## src/rtl/nand_seq.sv

```systemverilog
module nand_seq #(
  parameter int DW = 8
) (
  input  logic          clk,
  input  logic          rst_n,
  input  logic [25:0]   timing_i,
  input  logic          req_valid,
  output logic          req_ready,
  input  logic [1:0]    req_kind,
  input  logic [DW-1:0] req_data,
  output logic          rd_valid,
  output logic [DW-1:0] rd_data,
  output logic          nand_ce_n,
  output logic          nand_cle,
  output logic          nand_ale,
  output logic          nand_we_n,
  output logic          nand_re_n,
  output logic [DW-1:0] nand_dq_o,
  output logic          nand_dq_oe,
  input  logic [DW-1:0] nand_dq_i,
  input  logic          nand_rb_n,
  output logic [1:0]    status,
  output logic          dev_ready
);
  localparam int CW = 5;
  localparam logic [1:0] K_CMD = 2'b00, K_ADR = 2'b01, K_RD = 2'b11;

  typedef enum logic [2:0] {S_IDLE, S_CEA, S_LOW, S_HIGH, S_TA} st_t;

  st_t            st;
  logic [CW-1:0]  cnt, busy_cnt;
  logic [1:0]     kind, rb_sync;
  logic [DW-1:0]  dat;

  function automatic logic [CW-1:0] eff(input logic [CW-1:0] v);
    return (v == '0) ? CW'(1) : v;
  endfunction

  wire            is_rd   = (kind == K_RD);
  wire            active  = (st == S_CEA) || (st == S_LOW) || (st == S_HIGH);
  wire            last    = (cnt == '0);
  wire [CW-1:0]   cea_len = eff({3'b0, timing_i[25:24]});
  wire [CW-1:0]   lo_len  = is_rd ? eff({1'b0, timing_i[11:8]})  : eff({1'b0, timing_i[3:0]});
  wire [CW-1:0]   hi_len  = is_rd ? eff({1'b0, timing_i[15:12]}) : eff({1'b0, timing_i[7:4]});
  wire [CW-1:0]   ta_len  = eff({2'b0, timing_i[18:16]});
  wire [CW-1:0]   bd_len  = eff(timing_i[23:19]);

  always_ff @(posedge clk or negedge rst_n) begin
    if (!rst_n) begin
      st       <= S_IDLE;
      cnt      <= '0;
      kind     <= K_CMD;
      dat      <= '0;
      rd_valid <= 1'b0;
      rd_data  <= '0;
      busy_cnt <= '0;
      rb_sync  <= 2'b00;
    end else begin
      rb_sync  <= {rb_sync[0], nand_rb_n};
      rd_valid <= 1'b0;
      if (busy_cnt != '0) busy_cnt <= busy_cnt - 1'b1;
      if (!last) cnt <= cnt - 1'b1;
      case (st)
        S_IDLE: if (req_valid) begin
          kind <= req_kind;
          dat  <= req_data;
          cnt  <= cea_len - 1'b1;
          st   <= S_CEA;
        end
        S_CEA: if (last) begin
          cnt <= lo_len - 1'b1;
          st  <= S_LOW;
        end
        S_LOW: if (last) begin
          cnt <= hi_len - 1'b1;
          st  <= S_HIGH;
          if (is_rd) begin
            rd_data  <= nand_dq_i;
            rd_valid <= 1'b1;
          end
        end
        S_HIGH: if (last) begin
          cnt <= ta_len - 1'b1;
          st  <= S_TA;
          if (kind == K_CMD) busy_cnt <= bd_len;
        end
        S_TA: if (last) st <= S_IDLE;
        default: st <= S_IDLE;
      endcase
    end
  end

  assign req_ready  = (st == S_IDLE);
  assign nand_ce_n  = (st == S_IDLE);
  assign nand_cle   = active && (kind == K_CMD);
  assign nand_ale   = active && (kind == K_ADR);
  assign nand_we_n  = !((st == S_LOW) && !is_rd);
  assign nand_re_n  = !((st == S_LOW) && is_rd);
  assign nand_dq_oe = active && !is_rd;
  assign nand_dq_o  = dat;
  assign status     = {st == S_IDLE, rb_sync[1] && (busy_cnt == '0)};
  assign dev_ready  = &status;
endmodule


```

## config.mk

```make
export PLATFORM = sky130hd
export DESIGN_NAME = nand_seq
export DESIGN_NICKNAME = d
export VERILOG_FILES = /design/src/rtl/nand_seq.sv
export SDC_FILE = /design/constraint.sdc
export NUM_CORES = 1
export LEC_CHECK = 0
export BUFFER_PORTS_ARGS = -buffer_cell sky130_fd_sc_hd__buf_4
export CORE_MARGIN = 8
export CORE_UTILIZATION = 35
export CTS_CLUSTER_SIZE = 14
export DETAILED_ROUTE_END_ITERATION = 8
export PLACE_DENSITY_LB_ADDON = 0.15
export SYNTH_ARGS = -nofsm -noshare
export SYNTH_HDL_FRONTEND = slang
export SYNTH_SLANG_ARGS = --single-unit
export TNS_END_PERCENT = 100
```

## constraint.sdc

```tcl
create_clock -name clk -period 4.1 [get_ports clk]
set_input_delay 0.615 -clock clk [delete_from_list [all_inputs] [get_ports clk]]
set_output_delay 0.615 -clock clk [all_outputs]
set_load 0.03 [all_outputs]
```

==> flow_summary.ini <==
[status]
status = finished clean

[setup_path]
crit_arrival_ns = 1.92
cp-end-kind = output pin
path_class = flop to output pin
cp_top_family = simple AND/OR/NAND/NOR gates
startpoint = busy_cnt[0]
worstPathMaxFanout = 7
start_kind = flop
reg2reg_to = cnt[1]
crit_buf_inv = 2
critPathMaxStageDelay_ns = 0.39
worst_r2r_path_depth = 9
critPathSlowestCell = or3b_1
cp.required_ns = 3.48
cp_cell_sequence = inv_1 -> ha_1 -> or3b_1 -> nor2_2 -> and3_1 -> buf_4
reg2reg_slack_ns = 1.74
reg2reg_from = kind[1]

[power_and_ir_drop]
total_power_uw = 1930
power_density_nw_per_um2 = 725
power.switching_uw = 808
internal_power_uw = 1120
combPwrFrac = 0.527
clock_power_share = 0.163
ir_drop_v = 0.000369
pwr-share-seq = 0.310
switching_share = 0.419
cellLeakagePower_uw = 0.00127

[cells_and_area]
fin_util = 0.484
drive_above_1_share = 0.409
area_growth_pct = 33.6
fin_nets = 312
fin_cells = 331
stdcell_area_um2 = 2660
diodes = 0

[timing]
final.min_clock_period_ns = 2.53
final-hold-violation-count = 0
tightestPinTransition_ns = 0.690
clock_skew_ns = 0.00617
rsz0062_at_grt = false
maxSlewViolCount = 0
max_slew_margin = 0.540
fin_tns_setup_ns = 0
setup_violations = 0
fmax_ghz = 0.395
period_share = 0.617

[placement]
dp_cells = 324
io_buffers = 74
gp_congestion = 0.811
dp_hpwl_um = 3990
postPlaceCellArea_um2 = 2550

[floorplan]
initial_core_util = 0.362
fp-row-count = 27
io_pins = 75
dieWidth_um = 91.5
die_h_um = 91.5
coreArea_um2 = 5510
dieArea_um2 = 8370

[logic_synthesis]
synth_area_leaders = dfrtp_1 43%, mux2_4 6.8%, mux2_2 5.6%
syn_area_um2 = 1990
synth_commonest_cells = 34 x dfrtp_1, 16 x nor3_1, 14 x nor2_1
synth_most_common_cell = dfrtp_1
ys_seq_area_frac = 0.427
synthCells = 189
syn_avg_cell_area_um2 = 10.6
ys_warn_count = 0
yosys.area.top_type_share = 0.427
synth.ff_latch_count = 34
synth_ff_type = dfrtp_1
syn-num-nets = 242
synth_edf_count = 0
synth.lib_cells_used.distinct = 43
yosys.area.top_type = dfrtp_1
ys_async_sr_fraction = 1.00

[route]
route.detailed.drc = 0
num_vias = 1663
drt_wl_total_um = 5040
dr.pass1.iters = 4
wl_met2_um = 2420
met1_length_um = 2170
met3_length_um = 404
drt_iter0_drc = 81
highest_layer = met4
vias_per_cell = 5.02
wl_per_cell_um = 15.2
ant_nets = 0

[clock_network]
cts_buffers = 5
clock_latency_ns = 0.28
cts_max_level = 2
cts_max_path_buffers = 2
cts_root_buffer = clkbuf_8
clk_pin_slew_worst_paths_ns = 0.07
cts_tree = done
cts.repair.resized = 0
postCtsSetupRepairBufs = 0
cts_hold_buffers = 0
cts_sinks = 34

[global_routing]
grt.total_usage = 0.125
antenna_found_initial = 0
grt_max_degree = 35
grt_first_pass_wirelength_um = 8660
grt_pass1_vias = 1791
grt-ovfl-total = 0

[run]
max_cap_violations = 0

[worst_hold_path]
min_path_type = primary input to asynchronous set/reset pin
area by class of cell:
type / count / area [µm²]
Fill cell: 514 / 2840
Multi-Input combinational cell: 136 / 1020
Sequential cell: 34 / 851
Timing Repair Buffer: 74 / 556
Tap cell: 72 / 90.1
Clock buffer: 6 / 82.6
Clock inverter: 1 / 30.0
Inverter: 8 / 30.0
power by group through the flow:
stage               registers, µW  logic [µW]  clock network (µW)
detailed placement            601        1020                   0
CTS                           600        1030                 324
global route                  622        1120                 337
finish                        599        1020                 314
global placement              602        1030                   0
floorplan                     695         646                   0
logic make-up after synthesis:
group	after synthesis	share of synthesized area
muxes	24	0.150
buffers and inverters	19	0.0596
adders and majority gates	5	0.0314
AOI/OAI and AO/OA	35	0.117
and+or+nand+nor	63	0.176
xor gates and xnor gates	9	0.0395
DFF	34	0.427
state kept, by name (all words and copies together), names as in the netlist:
signal / flops
nand_dq_o: 8
st: 3
kind: 2
rd_valid: 1
busy_cnt: 5
rb_sync: 2
rd_data: 8
cnt: 5
metal layers:
metal  up-vias  GRT usage
li1        815          -
met1       796      0.154
met2        46      0.198
met3         6     0.0486
met4         0     0.0327
met5         -          0
through the flow:
stage	worst slack (ns)	hold WS (ns)
finish	1.57	0.264
global route	1.41	0.289
CTS	1.55	0.280
detailed placement	1.75	0.340
global placement	1.80	0.334
floorplan	1.79	0.319
how the worst max path moves through the flow:
stage	end	slack (ns)	cells past startpoint
global route	dev_ready	1.41	6
detailed placement	cnt[1]	1.75	9
finish	dev_ready	1.57	6
floorplan	nand_ale	1.79	2
CTS	dev_ready	1.55	6
global placement	cnt[1]	1.80	9
cell usage in the layout, fill, tap and decap left out, types with 2 or more instances in the layout:
master,instances
clkbuf_8,6
xnor2_1,7
nor2_2,2
o21ai_0,7
nor3_1,16
ha_1,5
o31ai_1,4
a21oi_1,5
inv_1,8
nand2_1,12
mux2i_1,4
o21ai_1,3
o311ai_0,3
a31oi_1,2
o211ai_1,4
mux2_4,9
nor3_4,2
nand2b_1,3
or3_1,3
dfrtp_1,34
mux2_2,10
and2_1,3
xor2_1,2
nor2_1,14
buf_4,74
Power figures use the tool's default switching activity.
